**config.mk**
```make
export PLATFORM = sky130hd
export DESIGN_NAME = sio_regblock
export DESIGN_NICKNAME = d
export VERILOG_FILES = /design/src/rtl/sio_pkg.sv /design/src/rtl/sio_tx_hold.sv /design/src/rtl/sio_rx_hold.sv /design/src/rtl/sio_int_prio.sv /design/src/rtl/sio_regblock.sv
export SDC_FILE = /design/constraint.sdc
export NUM_CORES = 1
export LEC_CHECK = 0
export BUFFER_PORTS_ARGS = -buffer_cell sky130_fd_sc_hd__buf_2
export CAP_MARGIN = 20
export CORE_MARGIN = 5
export CORE_UTILIZATION = 30
export DETAILED_ROUTE_END_ITERATION = 16
export SYNTH_ARGS = -nofsm -noshare
export SYNTH_HDL_FRONTEND = slang
export SYNTH_SLANG_ARGS = --single-unit
```
**constraint.sdc**
```tcl
create_clock -name clk -period 1.7 [get_ports clk]
set_clock_uncertainty 0.1 [all_clocks]
set_input_delay 0 -clock clk [delete_from_list [all_inputs] [get_ports clk]]
set_output_delay 0 -clock clk [all_outputs]
set_load 0.05 [all_outputs]
```
**src/rtl/sio_pkg.sv**
```systemverilog
package sio_pkg;
  localparam int unsigned BYTE_W = 8;
  localparam int unsigned ADDR_W = 3;
  localparam int unsigned DIV_W  = 2 * BYTE_W;
  localparam int unsigned IEN_W  = 4;
  localparam int unsigned MCTL_W = 5;

  typedef enum logic [ADDR_W-1:0] {
    A_DATA  = 3'd0,
    A_IEN   = 3'd1,
    A_IDENT = 3'd2,
    A_LCTL  = 3'd3,
    A_MCTL  = 3'd4,
    A_LSTAT = 3'd5,
    A_MSTAT = 3'd6,
    A_SCR   = 3'd7
  } reg_addr_e;

  localparam logic [BYTE_W-1:0] ID_NONE = 8'h01;
  localparam logic [BYTE_W-1:0] ID_TXE  = 8'h02;
  localparam logic [BYTE_W-1:0] ID_RXD  = 8'h04;
  localparam logic [BYTE_W-1:0] MSTAT_IDLE = 8'hB0;
  localparam int unsigned LCTL_DIVSEL = 7;
  localparam int unsigned MCTL_LOOP   = 4;
endpackage

```
**src/rtl/sio_tx_hold.sv**
```systemverilog
module sio_tx_hold
  import sio_pkg::*;
(
  input  logic              clk,
  input  logic              rst_n,
  input  logic              thr_wr,
  input  logic [BYTE_W-1:0] wdata,
  input  logic              ien_wr,
  input  logic              ident_rd_txe,
  input  logic              tx_ready,
  output logic              tx_valid,
  output logic [BYTE_W-1:0] tx_data,
  output logic              thre,
  output logic              temt,
  output logic              txe_pend
);
  logic hs;
  assign hs = tx_valid & tx_ready;

  always_ff @(posedge clk or negedge rst_n) begin
    if (!rst_n) begin
      tx_valid <= 1'b0;
      tx_data  <= '0;
      thre     <= 1'b1;
      temt     <= 1'b1;
      txe_pend <= 1'b0;
    end else if (thr_wr) begin
      tx_data  <= wdata;
      tx_valid <= 1'b1;
      thre     <= 1'b0;
      temt     <= 1'b0;
      txe_pend <= 1'b0;
    end else if (hs) begin
      tx_valid <= 1'b0;
      thre     <= 1'b1;
      temt     <= 1'b1;
      txe_pend <= 1'b1;
    end else if (ien_wr && thre) begin
      txe_pend <= 1'b1;
    end else if (ident_rd_txe) begin
      txe_pend <= 1'b0;
    end
  end
endmodule

```
**src/rtl/sio_rx_hold.sv**
```systemverilog
module sio_rx_hold
  import sio_pkg::*;
(
  input  logic              clk,
  input  logic              rst_n,
  input  logic              rx_valid,
  input  logic [BYTE_W-1:0] rx_data,
  input  logic              rx_brk,
  input  logic              rbr_rd,
  output logic              rx_ready,
  output logic [BYTE_W-1:0] rbr,
  output logic              dr,
  output logic              bi
);
  assign rx_ready = ~dr & ~rx_brk;

  always_ff @(posedge clk or negedge rst_n) begin
    if (!rst_n) begin
      rbr <= '0;
      dr  <= 1'b0;
      bi  <= 1'b0;
    end else if (rx_brk) begin
      rbr <= '0;
      dr  <= 1'b1;
      bi  <= 1'b1;
    end else if (rx_valid && rx_ready) begin
      rbr <= rx_data;
      dr  <= 1'b1;
    end else if (rbr_rd) begin
      dr  <= 1'b0;
      bi  <= 1'b0;
    end
  end
endmodule

```
**src/rtl/sio_int_prio.sv**
```systemverilog
module sio_int_prio
  import sio_pkg::*;
(
  input  logic [IEN_W-1:0]  ien,
  input  logic              dr,
  input  logic              txe_pend,
  output logic [BYTE_W-1:0] ident,
  output logic              irq
);
  always_comb begin
    if (dr && ien[0])            ident = ID_RXD;
    else if (txe_pend && ien[1]) ident = ID_TXE;
    else                         ident = ID_NONE;
  end
  assign irq = (ident != ID_NONE);
endmodule

```
**src/rtl/sio_regblock.sv**
```systemverilog
module sio_regblock
  import sio_pkg::*;
(
  input  logic              clk,
  input  logic              rst_n,
  input  logic              bus_sel,
  input  logic              bus_wr,
  input  logic [2:0]        bus_addr,
  input  logic [7:0]        bus_wdata,
  output logic [7:0]        bus_rdata,
  output logic              irq,
  output logic              tx_valid,
  input  logic              tx_ready,
  output logic [7:0]        tx_data,
  input  logic              rx_valid,
  output logic              rx_ready,
  input  logic [7:0]        rx_data,
  input  logic              rx_brk,
  output logic [15:0]       divisor,
  output logic [7:0]        line_ctrl,
  output logic [4:0]        modem_ctrl
);
  logic [IEN_W-1:0]  ien_q;
  logic [BYTE_W-1:0] lctl_q, scr_q;
  logic [MCTL_W-1:0] mctl_q;
  logic [DIV_W-1:0]  div_q;
  logic              divsel;
  logic              wr_en, rd_en;
  logic              thr_wr, ien_wr, rbr_rd, ident_rd_txe;
  logic              thre, temt, txe_pend, dr, bi;
  logic [BYTE_W-1:0] rbr, ident, lstat, mstat;

  assign divsel = lctl_q[LCTL_DIVSEL];
  assign wr_en  = bus_sel & bus_wr;
  assign rd_en  = bus_sel & ~bus_wr;

  assign thr_wr       = wr_en & (bus_addr == A_DATA) & ~divsel;
  assign ien_wr       = wr_en & (bus_addr == A_IEN) & ~divsel;
  assign rbr_rd       = rd_en & (bus_addr == A_DATA) & ~divsel;
  assign ident_rd_txe = rd_en & (bus_addr == A_IDENT) & (ident == ID_TXE);

  always_ff @(posedge clk or negedge rst_n) begin
    if (!rst_n) begin
      ien_q  <= '0;
      lctl_q <= '0;
      mctl_q <= '0;
      scr_q  <= '0;
      div_q  <= '0;
    end else if (wr_en) begin
      unique case (bus_addr)
        A_DATA:  if (divsel) div_q[BYTE_W-1:0] <= bus_wdata;
        A_IEN:   if (divsel) div_q[DIV_W-1:BYTE_W] <= bus_wdata;
                 else        ien_q <= bus_wdata[IEN_W-1:0];
        A_LCTL:  lctl_q <= bus_wdata;
        A_MCTL:  mctl_q <= bus_wdata[MCTL_W-1:0];
        A_SCR:   scr_q  <= bus_wdata;
        default: ;
      endcase
    end
  end

  sio_tx_hold u_tx (
    .clk(clk), .rst_n(rst_n), .thr_wr(thr_wr), .wdata(bus_wdata),
    .ien_wr(ien_wr), .ident_rd_txe(ident_rd_txe), .tx_ready(tx_ready),
    .tx_valid(tx_valid), .tx_data(tx_data), .thre(thre), .temt(temt),
    .txe_pend(txe_pend)
  );

  sio_rx_hold u_rx (
    .clk(clk), .rst_n(rst_n), .rx_valid(rx_valid), .rx_data(rx_data),
    .rx_brk(rx_brk), .rbr_rd(rbr_rd), .rx_ready(rx_ready), .rbr(rbr),
    .dr(dr), .bi(bi)
  );

  sio_int_prio u_int (
    .ien(ien_q), .dr(dr), .txe_pend(txe_pend), .ident(ident), .irq(irq)
  );

  assign lstat = {1'b0, temt, thre, bi, 3'b000, dr};

  always_comb begin
    if (mctl_q[MCTL_LOOP])
      mstat = {mctl_q[3], mctl_q[2], mctl_q[0], mctl_q[1], 4'b0000};
    else
      mstat = MSTAT_IDLE;
  end

  always_comb begin
    unique case (bus_addr)
      A_DATA:  bus_rdata = divsel ? div_q[BYTE_W-1:0] : rbr;
      A_IEN:   bus_rdata = divsel ? div_q[DIV_W-1:BYTE_W]
                                  : {{(BYTE_W-IEN_W){1'b0}}, ien_q};
      A_IDENT: bus_rdata = ident;
      A_LCTL:  bus_rdata = lctl_q;
      A_MCTL:  bus_rdata = {{(BYTE_W-MCTL_W){1'b0}}, mctl_q};
      A_LSTAT: bus_rdata = lstat;
      A_MSTAT: bus_rdata = mstat;
      default: bus_rdata = scr_q;
    endcase
  end

  assign divisor    = div_q;
  assign line_ctrl  = lctl_q;
  assign modem_ctrl = mctl_q;
endmodule

```
==> reports/summary.md, run 1 <==
The run gives 0.515 as the register area share after synthesis. The critical path startpoint category was a flop. The design draws 5.25 mW. The power density of the placed cells was 1210 mW/mm². The logs give 271 for the synthesized netlist cell count and 0 for the number of warnings issued by yosys. The tools report the final-report hold violation count as 0. The number of nets in the synthesized netlist is 297. The tools report the total overflow reported by the global router as 0.

The H-tree was split into 3 levels. The depth of the most critical reg-to-reg path was 6; the footprint of the multi-input gates was 0.00154 mm². The logs give 0.511 GHz for the maximum operating frequency and 0.834 for the routability congestion estimate. Number of remaining DRC errors: 0.

The count of clock tree sinks is 62. Met1 global-route usage: 0.187. The worst-margin pin slew was 0.449 ns. The maximum clock insertion buffer count is 2, and the data arrival time of the critical path is 1.86 ns.

The tools report the via count as 2,449. In this run the critical register-to-register path is captured at ien_q[1]. The tools report the standby leakage power as 2.04 nW. The run gives 0.00977 mm² as the placeable core region. Across all register-to-register paths, the minimum setup slack is -0.07 ns.

Max-slew headroom at the worst pin: 0.700. Along the worst path, the maximum fanout reaches 5. The floorplan die area was 0.0122 mm². Entering global routing, the biggest net connects 26 pins. Dominant cell type by area after synthesis: sky130_fd_sc_hd__dfrtp_1.

The final worst hold slack is 0.0402 ns, and the area added between synthesis and finish is 44.4%. Across the whole layout, storage elements account for 0.00155 mm². Measured along the x axis, the die boundary spans 110 µm. The worst setup timing slack at the placement stage is 0.0419 ns, and the number of pins with negative max-slew slack in the final report is 0. After synthesis, the mean cell area works out to 11.1 µm². The run finished, with violations left. Initial antenna violation count: 0.

By area the synthesized netlist is led by sky130_fd_sc_hd__dfrtp_1, sky130_fd_sc_hd__mux2_2, sky130_fd_sc_hd__nand2_1, sky130_fd_sc_hd__o21ai_0, sky130_fd_sc_hd__mux2i_1. The tools report the final design utilization as 0.445. For this run, the post-layout net count is 414. Setup repair after global routing could not meet its margin everywhere.

The starting density of the core is 0.308, and the time the worst path needs with I/O delays and setup is 1.96 ns. The cell area after synthesis was 0.00301 mm²; the fraction of the cycle the final worst path needs was 1.15. For this block, the routed nets add up to 8610 µm of wire. The estimated wirelength of the detail-placed design came out at 6550 µm. The run gives -0.258 ns as the least setup slack across all paths after layout. The count of buffers added on input and output ports is 73.

The share of cells above drive strength 1 came out at 0.483. The tools report the total CTS buffers as 9. The first global-routing pass estimated 13,500 µm of wire.

The instance area after placement was 0.00372 mm². Kind of end point of the critical path: an output pin. 74 I/O pins were placed. TritonCTS built the clock tree. Counting tap cells, the placed design contains a total of 483 instances. The worst-case IR drop observed on VDD is 0.000375 V. The post-route antenna net violation count came out at 0. DRC marker count from the first detailed-route iteration: 125. The run gives 0.00435 mm² as the total non-filler cell area in the finished layout.

Max-cap violations in this run came to 0. The number of antenna diodes was 0. Counting distinct cell types in the post-synthesis netlist gives 43. In the routed layout, each cell is associated on average with a via count of 4.66. Setup violations remaining at the end of the flow were counted as 16. The critical path is of the reg2out type. For the final routed database, the setup TNS stands at -1.97 ns. In this run the clock root is driven by a sky130_fd_sc_hd__clkbuf_8.

Critical register-to-register path startpoint: line_ctrl[7]. The combined global-route utilization of all metal layers is 0.148. In this run the vertical extent of the chip is 110 µm. The non-filler instance count after layout was 526; the average detailed-routed wire length per instance was 16.4 µm. Clock latency on the worst-skew pair, taken at its later pin, is 0.34 ns. The final reports fail on negative setup slack. The clock-pin slew on the worst setup and hold paths is 0.07 ns. Layer with the highest usage after global routing: met2. The area share of the largest cell type after synthesis was 0.506. For the floorplan row count, the log shows 36. In this run the worst hold path is classified as in2async. The required time of the critical path was 1.60 ns. Via count of the first global-routing pass: 2,537. The detailed-router iteration count before antenna repair is 5. Number of fill cells: 944. For the met2 routing resource usage after global routing, the log shows 0.240. In this run, synthesis produced a sequential element count of 62.

The tools report the met3 usage in global routing as 0.0437.
## cell usage after synthesis, drive strengths merged
library cell	instances
o311ai	1
dfrtp	61
a311oi	1
dfstp	1
and3b	1
or3	4
nand2b	12
a21oi	5
mux2	47
o22ai	4
nor4b	1
nand3b	1
or2	1
mux2i	8
buf	9
a221oi	3
inv	3
a21o	1
or4b	1
o22a	1
and2	2
and3	1
a211oi	1
nor2b	3
a21boi	1
o211ai	2
nand3	6
o21ai	18
o221a	1
nand2	41
nor2	13
and4bb	1
nand4	1
o32a	1
a22oi	2
a31o	1
nor3	3
clkbuf	6
a32o	1
## logic make-up after synthesis
group / synth area share
flops: 0.515
buf+inv: 0.0303
compound gates: 0.0946
mux: 0.202
simple gates: 0.158
## layer usage
metal / vias to the layer above / part of all wire
met5: - / 0
met4: 0 / 0.016
met3: 12 / 0.068
met2: 57 / 0.46
met1: 1183 / 0.45
li1: 1197 / -
## flip-flops by register name, indices dropped and copies added (netlist names)
signal         count
divisor           16
u_tx.tx_valid      1
modem_ctrl         5
u_tx.txe_pend      1
u_rx.bi            1
u_tx.thre          1
u_rx.dr            1
line_ctrl          8
u_tx.tx_data       8
ien_q              4
scr_q              8
u_rx.rbr           8
## critical path, cell delays in order (launching register included)
cell and delay (ns):
sky130_fd_sc_hd__dfrtp_2 0.44, sky130_fd_sc_hd__buf_12 0.14, sky130_fd_sc_hd__buf_4 0.13, sky130_fd_sc_hd__buf_8 0.12, sky130_fd_sc_hd__mux2_2 0.27, sky130_fd_sc_hd__a22oi_2 0.17, sky130_fd_sc_hd__o21ai_2 0.09, sky130_fd_sc_hd__buf_6 0.16
## layout by cell type, fill, tap and decap left out, types with 2 or more instances in the layout
cell type	instances
sky130_fd_sc_hd__clkinv_2	4
sky130_fd_sc_hd__dfrtp_1	60
sky130_fd_sc_hd__dlygate4sd3_1	20
sky130_fd_sc_hd__nand2b_1	12
sky130_fd_sc_hd__nor2_4	4
sky130_fd_sc_hd__buf_12	3
sky130_fd_sc_hd__buf_8	4
sky130_fd_sc_hd__nor3_2	2
sky130_fd_sc_hd__a221oi_2	2
sky130_fd_sc_hd__or3_1	3
sky130_fd_sc_hd__clkbuf_8	9
sky130_fd_sc_hd__o21ai_0	14
sky130_fd_sc_hd__mux2i_1	7
sky130_fd_sc_hd__nand3_1	5
sky130_fd_sc_hd__o21ai_1	3
sky130_fd_sc_hd__clkbuf_1	2
sky130_fd_sc_hd__nor2_1	8
sky130_fd_sc_hd__inv_1	3
sky130_fd_sc_hd__a22oi_2	2
sky130_fd_sc_hd__buf_6	9
sky130_fd_sc_hd__mux2_2	35
sky130_fd_sc_hd__nand2_1	41
sky130_fd_sc_hd__buf_2	65
sky130_fd_sc_hd__a21oi_1	4
sky130_fd_sc_hd__buf_4	20
sky130_fd_sc_hd__mux2_4	12
sky130_fd_sc_hd__o211ai_1	2
sky130_fd_sc_hd__nor2b_1	3
sky130_fd_sc_hd__o22ai_1	3
## area by class of cell
class / count / area share
Clock inverter: 5 / 0.0115
Timing Repair Buffer: 121 / 0.206
Multi-Input combinational cell: 191 / 0.354
Inverter: 3 / 0.00259
Tap cell: 133 / 0.0382
Clock buffer: 11 / 0.0302
Sequential cell: 62 / 0.357
## what timing repair did
item,in CTS,in global routing
hold buffers,20,0
hold endpoints to repair,123,0
endpoints found under the setup margin,8,28
resized for setup,27,27
buffers inserted,5,2
pin swaps,9,5
## worst max path at each step
stage,slack [ns],start,to
final,-0.26,line_ctrl[7],bus_rdata[3]
after global routing,-0.34,line_ctrl[7],bus_rdata[0]
after CTS,-0.26,line_ctrl[7],bus_rdata[1]
after detailed placement,0.04,line_ctrl[7],bus_rdata[0]
after global placement,0.08,line_ctrl[7],bus_rdata[7]
after floorplan,-0.22,line_ctrl[7],bus_rdata[1]
## power breakdown
| group | switching [mW] | internal, mW | leakage [nW] |
|---|---|---|---|
| logic | 1.30 | 0.742 | 1.16 |
| registers | 0.224 | 1.76 | 0.785 |
| clock network | 0.555 | 0.667 | 0.0968 |
| total | 2.08 | 3.17 | 2.04 |
Note: power is estimated with default switching activity, not from simulation.
==> run 2: changes to the inputs <==
- SKIP_CTS_REPAIR_TIMING: not set -> 1
==> reports/summary.md, run 2 (synthesis gave the netlist of run 1 again) <==
The tightest min-delay check is of the in2async type. The count of clock tree sinks was 62. The tools report the least setup slack across all paths after layout as -0.252 ns. Measured in cells, the most critical reg-to-reg path has a length of 5. The logs give 0 for the initial antenna violation count and 0.834 for the routability congestion estimate.

The count of pins on the block boundary was 74; the delay of the slowest critical-path stage was 0.45 ns. STA classifies the critical path startpoint as a flop. In this run the static leakage power is 1.98 nW.

The tools report the H-tree depth as 3. Combined global-route utilization of all metal layers: 0.146. The most critical setup path has its startpoint at line_ctrl[7]. Setup repair after global routing could not meet its margin everywhere.

After clock tree synthesis, the clock-pin slew on the worst setup and hold paths is 0.07 ns. TritonCTS built the clock tree. The worst setup timing slack at the placement stage was 0.0419 ns; the total CTS buffers was 9. The worst-margin pin slew was 0.473 ns. In the layout the commonest cells are sky130_fd_sc_hd__buf_2, sky130_fd_sc_hd__dfrtp_1, sky130_fd_sc_hd__mux2_2.

Detailed routing inserted a total of 2,429 vias. The detailed-router iteration count before antenna repair was 4; the instance area after placement was 0.00372 mm². CTS placed an instance of sky130_fd_sc_hd__clkbuf_8 at the clock tree root. Once layout is done, the placed cells without fillers occupy 0.00424 mm². The critical setup path kind was reg2out. Once detail routing completed, the nets flagged for antenna violations numbered 0. The number of flip-flops under the largest register name was 16. Most frequent standard cell in the layout excluding fill and tap cells: sky130_fd_sc_hd__buf_2. The logs give 0 for the count of maximum capacitance violations and 0.34 ns for the clock latency at the later pin of the worst-skew pair. The average detailed-routed wire length per instance was 16.2 µm. The initialized floorplan defines 36 standard-cell rows. The checks that failed: negative setup slack. 0 antenna diodes ended up in the layout. Walking the worst path, the cells encountered are buf_6 -> and4bb_2 -> and2_4 -> o32a_4 -> buf_8. Setup violations remaining at the end of the flow were counted as 8. The run finished, with violations left.

No sink is reached through more buffers than the 2 on the longest clock path. The critical register-to-register path startpoint was line_ctrl[7]. The final-report hold violation count was 0; the fraction of the cycle the final worst path needs was 1.15. Via count of the first global-routing pass: 2,440.

The tools report the floorplan die area as 0.0122 mm². The slack of the worst reg-to-reg path is 0.02 ns, and the share of cells above drive strength 1 is 0.468. For this run, the top clock speed supported by timing is 0.512 GHz. For the final routed database, the setup TNS stands at -1.52 ns. Dividing total power by cell area gives a power density of 1220 mW/mm². Data on the critical path is required at its endpoint by 1.60 ns. Maximum fanout along the worst path: 6.

The total number of nets in the final design is 412. Estimated wirelength of the detail-placed design: 6550 µm. The count of buffers inserted at the top-level ports works out to 73. The largest net degree at the start of global routing was 26.

The worst setup path is captured at an output pin. The total area inside the core boundary comes to 0.00977 mm². The ratio of routed vias to standard cells works out to 4.64.

The detailed router finished its first iteration with 119 violations. For this block, the routed nets add up to 8480 µm of wire. VDD sags by at most 0.000372 V. The max-slew headroom at the worst pin is 0.685. The total overflow reported by the global router was 0. The cell with the biggest individual delay on the critical path was sky130_fd_sc_hd__dfrtp_2. The data arrival time of the critical path was 1.85 ns; the area added between synthesis and finish was 40.7%. X dimension of the die: 110 µm. The number of pins with negative max-slew slack in the final report was 0; the vertical die dimension was 110 µm. After layout, the minimum clock period comes to 1.95 ns.

The first global-routing pass estimated 13,300 µm of wire. After detailed routing, the number of remaining DRC violations is 0. The tools report the starting density of the core as 0.308.
-- run 2: cell types whose count changed in the layout (fill, tap and decap cells not counted), moves of 2 or more --
cell,delta
sky130_fd_sc_hd__a22oi_2,-2
sky130_fd_sc_hd__mux2_2,+11
sky130_fd_sc_hd__a22oi_1,+2
sky130_fd_sc_hd__mux2_4,-11
-- run 2: critical path: cells and delay by family, from the launching register on --
kind | cells | cell delay [ns]
buf+inv | 2 | 0.29
compound gates | 1 | 0.35
flops | 1 | 0.45
simple gates | 2 | 0.41
-- run 2: metrics by stage --
step                std cells  hold WS, ns  utilization  total power [mW]
finish                    524       0.0426        0.434              5.16
global placement          483       -0.141        0.380              3.79
global route              524       0.0727        0.434              5.40
detailed placement        483       -0.123        0.380              3.82
CTS                       499       -0.513        0.399              5.05
floorplan                 271       -0.396            -              3.30
-- run 2: report_power, final --
| part | switching (mW) | total, mW | internal, mW |
|---|---|---|---|
| clock | 0.555 | 1.22 | 0.667 |
| combinational | 1.28 | 1.96 | 0.679 |
| sequential | 0.222 | 1.98 | 1.76 |
-- run 2: final timing paths --
check	endpoint
hold reg to reg	u_tx.tx_data[4]
hold / removal	divisor[11]
min in group clk	u_tx.txe_pend
setup reg to reg	divisor[13]
setup / recovery	bus_rdata[7]
max in group asynchronous	u_tx.thre
-- run 2: per-layer routing --
layer,share of wire,GRT usage,up-vias
met3,0.067,0.0454,12
li1,-,-,1191
met5,0,0,-
met4,0.016,0.0554,0
met2,0.46,0.230,53
met1,0.45,0.189,1173
-- run 2: layout make-up --
cell class | instances | area (µm²)
clock buffers | 11 | 131
flip-flops and latches | 62 | 1550
repair buffers | 119 | 858
multi-input cells | 191 | 1470
clock inverters | 5 | 50.0
inverters | 3 | 11.3
fillers | 960 | 5530
well taps | 133 | 166
==> run 3: changes to the inputs <==
- CELL_PAD_IN_SITES_DETAIL_PLACEMENT: not set -> 0
- CELL_PAD_IN_SITES_GLOBAL_PLACEMENT: not set -> 1
- GPL_ROUTABILITY_DRIVEN: not set -> 0
- PLACE_DENSITY_LB_ADDON: not set -> 0.1
==> reports/summary.md, run 3 (synthesis gave the netlist of run 1 again) <==
The logs give 0.157 for the combined global-route utilization of all metal layers and 0.742 for the max-slew headroom at the worst pin. The worst min-delay path category was in2async. For the detailed-router iteration count before antenna repair, the log shows 4. The delay of the slowest critical-path stage was 0.49 ns; the worst ir drop on vdd was 0.000450 V.

The number of pins with negative max-slew slack in the final report was 0; the H-tree depth was 3. The cell with the biggest individual delay on the critical path was sky130_fd_sc_hd__dfrtp_2. The worst path in the final design needs a cycle of 1.98 ns, including I/O delays and setup.

TritonCTS built the clock tree. For the standby leakage power, the log shows 2.07 nW. After legalization and detailed placement, the total HPWL measured 6870 µm. In this run the horizontal extent of the chip is 110 µm.

The met3 usage in global routing is 0.0501, and the power density of the placed cells is 1250 mW/mm². For the final-report hold violation count, the log shows 0. The floorplan has 36 rows.

The count of buffers inserted at the top-level ports came out at 73. Setup repair after global routing could not meet its margin everywhere. The average detailed-routed wire length per instance is 17.4 µm.

The tools report the largest net degree at the start of global routing as 32. The share of cells above drive strength 1 came out at 0.500. The tools report the required time of the critical path as 1.60 ns.

The depth of the most critical reg-to-reg path is 5, and the footprint of the multi-input gates is 0.00154 mm². At the end of the flow, the number of nets in the layout was 421. The register with the most flip-flops in the layout has 16 of them. The die is 110 µm tall. The final design utilization came out at 0.454. The met2 routing resource usage after global routing came out at 0.244. The DRC marker count from the first detailed-route iteration was 127. At the pin with the least slew margin, the transition time is 0.386 ns. Adding up every negative setup slack in the final design gives -1.74 ns. In this run the worst path has a maximum fanout of 7.

Once placement finished, the instance area stood at 0.00378 mm². The first global-routing pass estimated 14,200 µm of wire. The slack of the worst reg-to-reg path was -0.02 ns. Clock-pin slew was measured on the worst setup and hold paths at 0.07 ns.

The signal on the critical path passes through buf_12 -> mux2_4 -> a221oi_4 -> o22ai_4 -> buf_6. The logs give 74 for the count of pins on the block boundary and 1.88 ns for the data arrival time of the critical path. The critical path startpoint category is a flop. Least setup slack across all paths after layout: -0.281 ns.

The run finished, with violations left. The clock reaches the later pin of the worst-skew pair after 0.34 ns. After detailed routing, the number of vias per cell comes to 4.68. The tools report the count of maximum capacitance violations as 0. The logs give 2,507 for the via count of the first global-routing pass and 0 for the number of remaining DRC errors. Floorplan die area: 0.0122 mm².

Timing would allow up to 0.505 GHz. The area growth from synthesis to layout is 47.4%. Placeable core region: 0.00977 mm².

The via count came out at 2,494. After routing the design area is 0.00444 mm². The logs give -0.0138 ns for the worst setup timing slack at the placement stage and 0 for the post-route antenna net violation count. The top cell types in the final layout, fill and taps aside, are sky130_fd_sc_hd__buf_2, sky130_fd_sc_hd__dfrtp_1, sky130_fd_sc_hd__mux2_2. The critical register-to-register path startpoint is line_ctrl[7]. The filler cells instantiated in the layout total 970.

Setup violations remaining at the end of the flow were counted as 12. Count of clock tree sinks: 62. For the number of antenna diodes, the log shows 0.

The sequential cells in the finished layout cover a total of 0.00155 mm². The layer with the highest usage after global routing is met2. The run gives 2 as the maximum clock insertion buffer count. Leaving out fill and tap cells, the most frequent cell in the layout is sky130_fd_sc_hd__buf_2. The endpoint identified for the worst register-to-register timing path is ien_q[2]. The checks that failed: negative setup slack.

For the total overflow reported by the global router, the log shows 0. The run gives 0.308 as the starting density of the core. The tree is rooted in a sky130_fd_sc_hd__clkbuf_8.

The final layout contains routed wiring with a total length of 9300 µm. The setup path with the least slack is of type reg2out. The tools report the initial antenna violation count as 0.

Fraction of the cycle the final worst path needs: 1.17. In this run, CTS created clock tree buffers numbering 9. The worst setup path is captured at an output pin. Met1 global-route usage: 0.216.
-- run 3: cell count changes in the layout (fill, tap and decap cells not counted), moves of 3 or more --
cell / before / now
sky130_fd_sc_hd__buf_4: 21 / 29
sky130_fd_sc_hd__clkbuf_8: 9 / 12
sky130_fd_sc_hd__clkinv_2: 4 / 1
sky130_fd_sc_hd__mux2_2: 46 / 42
sky130_fd_sc_hd__mux2_4: 1 / 5
sky130_fd_sc_hd__o21ai_1: 4 / 1
sky130_fd_sc_hd__o21ai_2: 0 / 3
-- run 3: layer usage --
layer | wire, µm | share of wire
met5 | 0 | 0
met2 | 4270 | 0.46
met4 | 104 | 0.011
met1 | 4360 | 0.47
met3 | 560 | 0.060
-- run 3: cell type report --
type / instances / share of cell area
clock inverters: 3 / 0.0146
flip-flops and latches: 62 / 0.350
inverters: 3 / 0.00254
clock buffers: 13 / 0.0380
repair buffers: 128 / 0.210
multi-input cells: 191 / 0.348
well taps: 133 / 0.0375
-- run 3: how the worst max path moves through the flow --
| stage | startpoint | endpoint | cells after the start |
|---|---|---|---|
| after detailed placement | line_ctrl[7] | divisor[9] | 4 |
| after global routing | line_ctrl[7] | bus_rdata[2] | 5 |
| after CTS | line_ctrl[7] | bus_rdata[0] | 5 |
| after floorplan | line_ctrl[7] | bus_rdata[1] | 5 |
| final | line_ctrl[7] | bus_rdata[2] | 5 |
| after global placement | line_ctrl[7] | bus_rdata[1] | 6 |
-- run 3: power breakdown --
group	internal (mW)	total (mW)	switching, mW
registers	1.76	2.00	0.237
clock network	0.944	1.52	0.574
logic	0.734	2.04	1.30
total	3.44	5.55	2.12
-- run 3: worst max-delay path, delay by kind of cell (launching register included) --
kind	cells	cell delay [ns]
DFF	1	0.49
AOI/OAI and AO/OA	2	0.42
buffers and inverters	2	0.32
muxes	1	0.30
-- run 3: metrics by stage --
| step | hold slack, ns | power, mW | cells |
|---|---|---|---|
| 6_report | 0.000789 | 5.55 | 533 |
| 4_1_cts | -0.527 | 5.38 | 507 |
| 2_1_floorplan | -0.396 | 3.30 | 271 |
| 5_1_grt | 0.0497 | 5.80 | 533 |
| 3_5_place_dp | -0.152 | 3.86 | 491 |
| 3_3_place_gp | -0.158 | 3.85 | 491 |
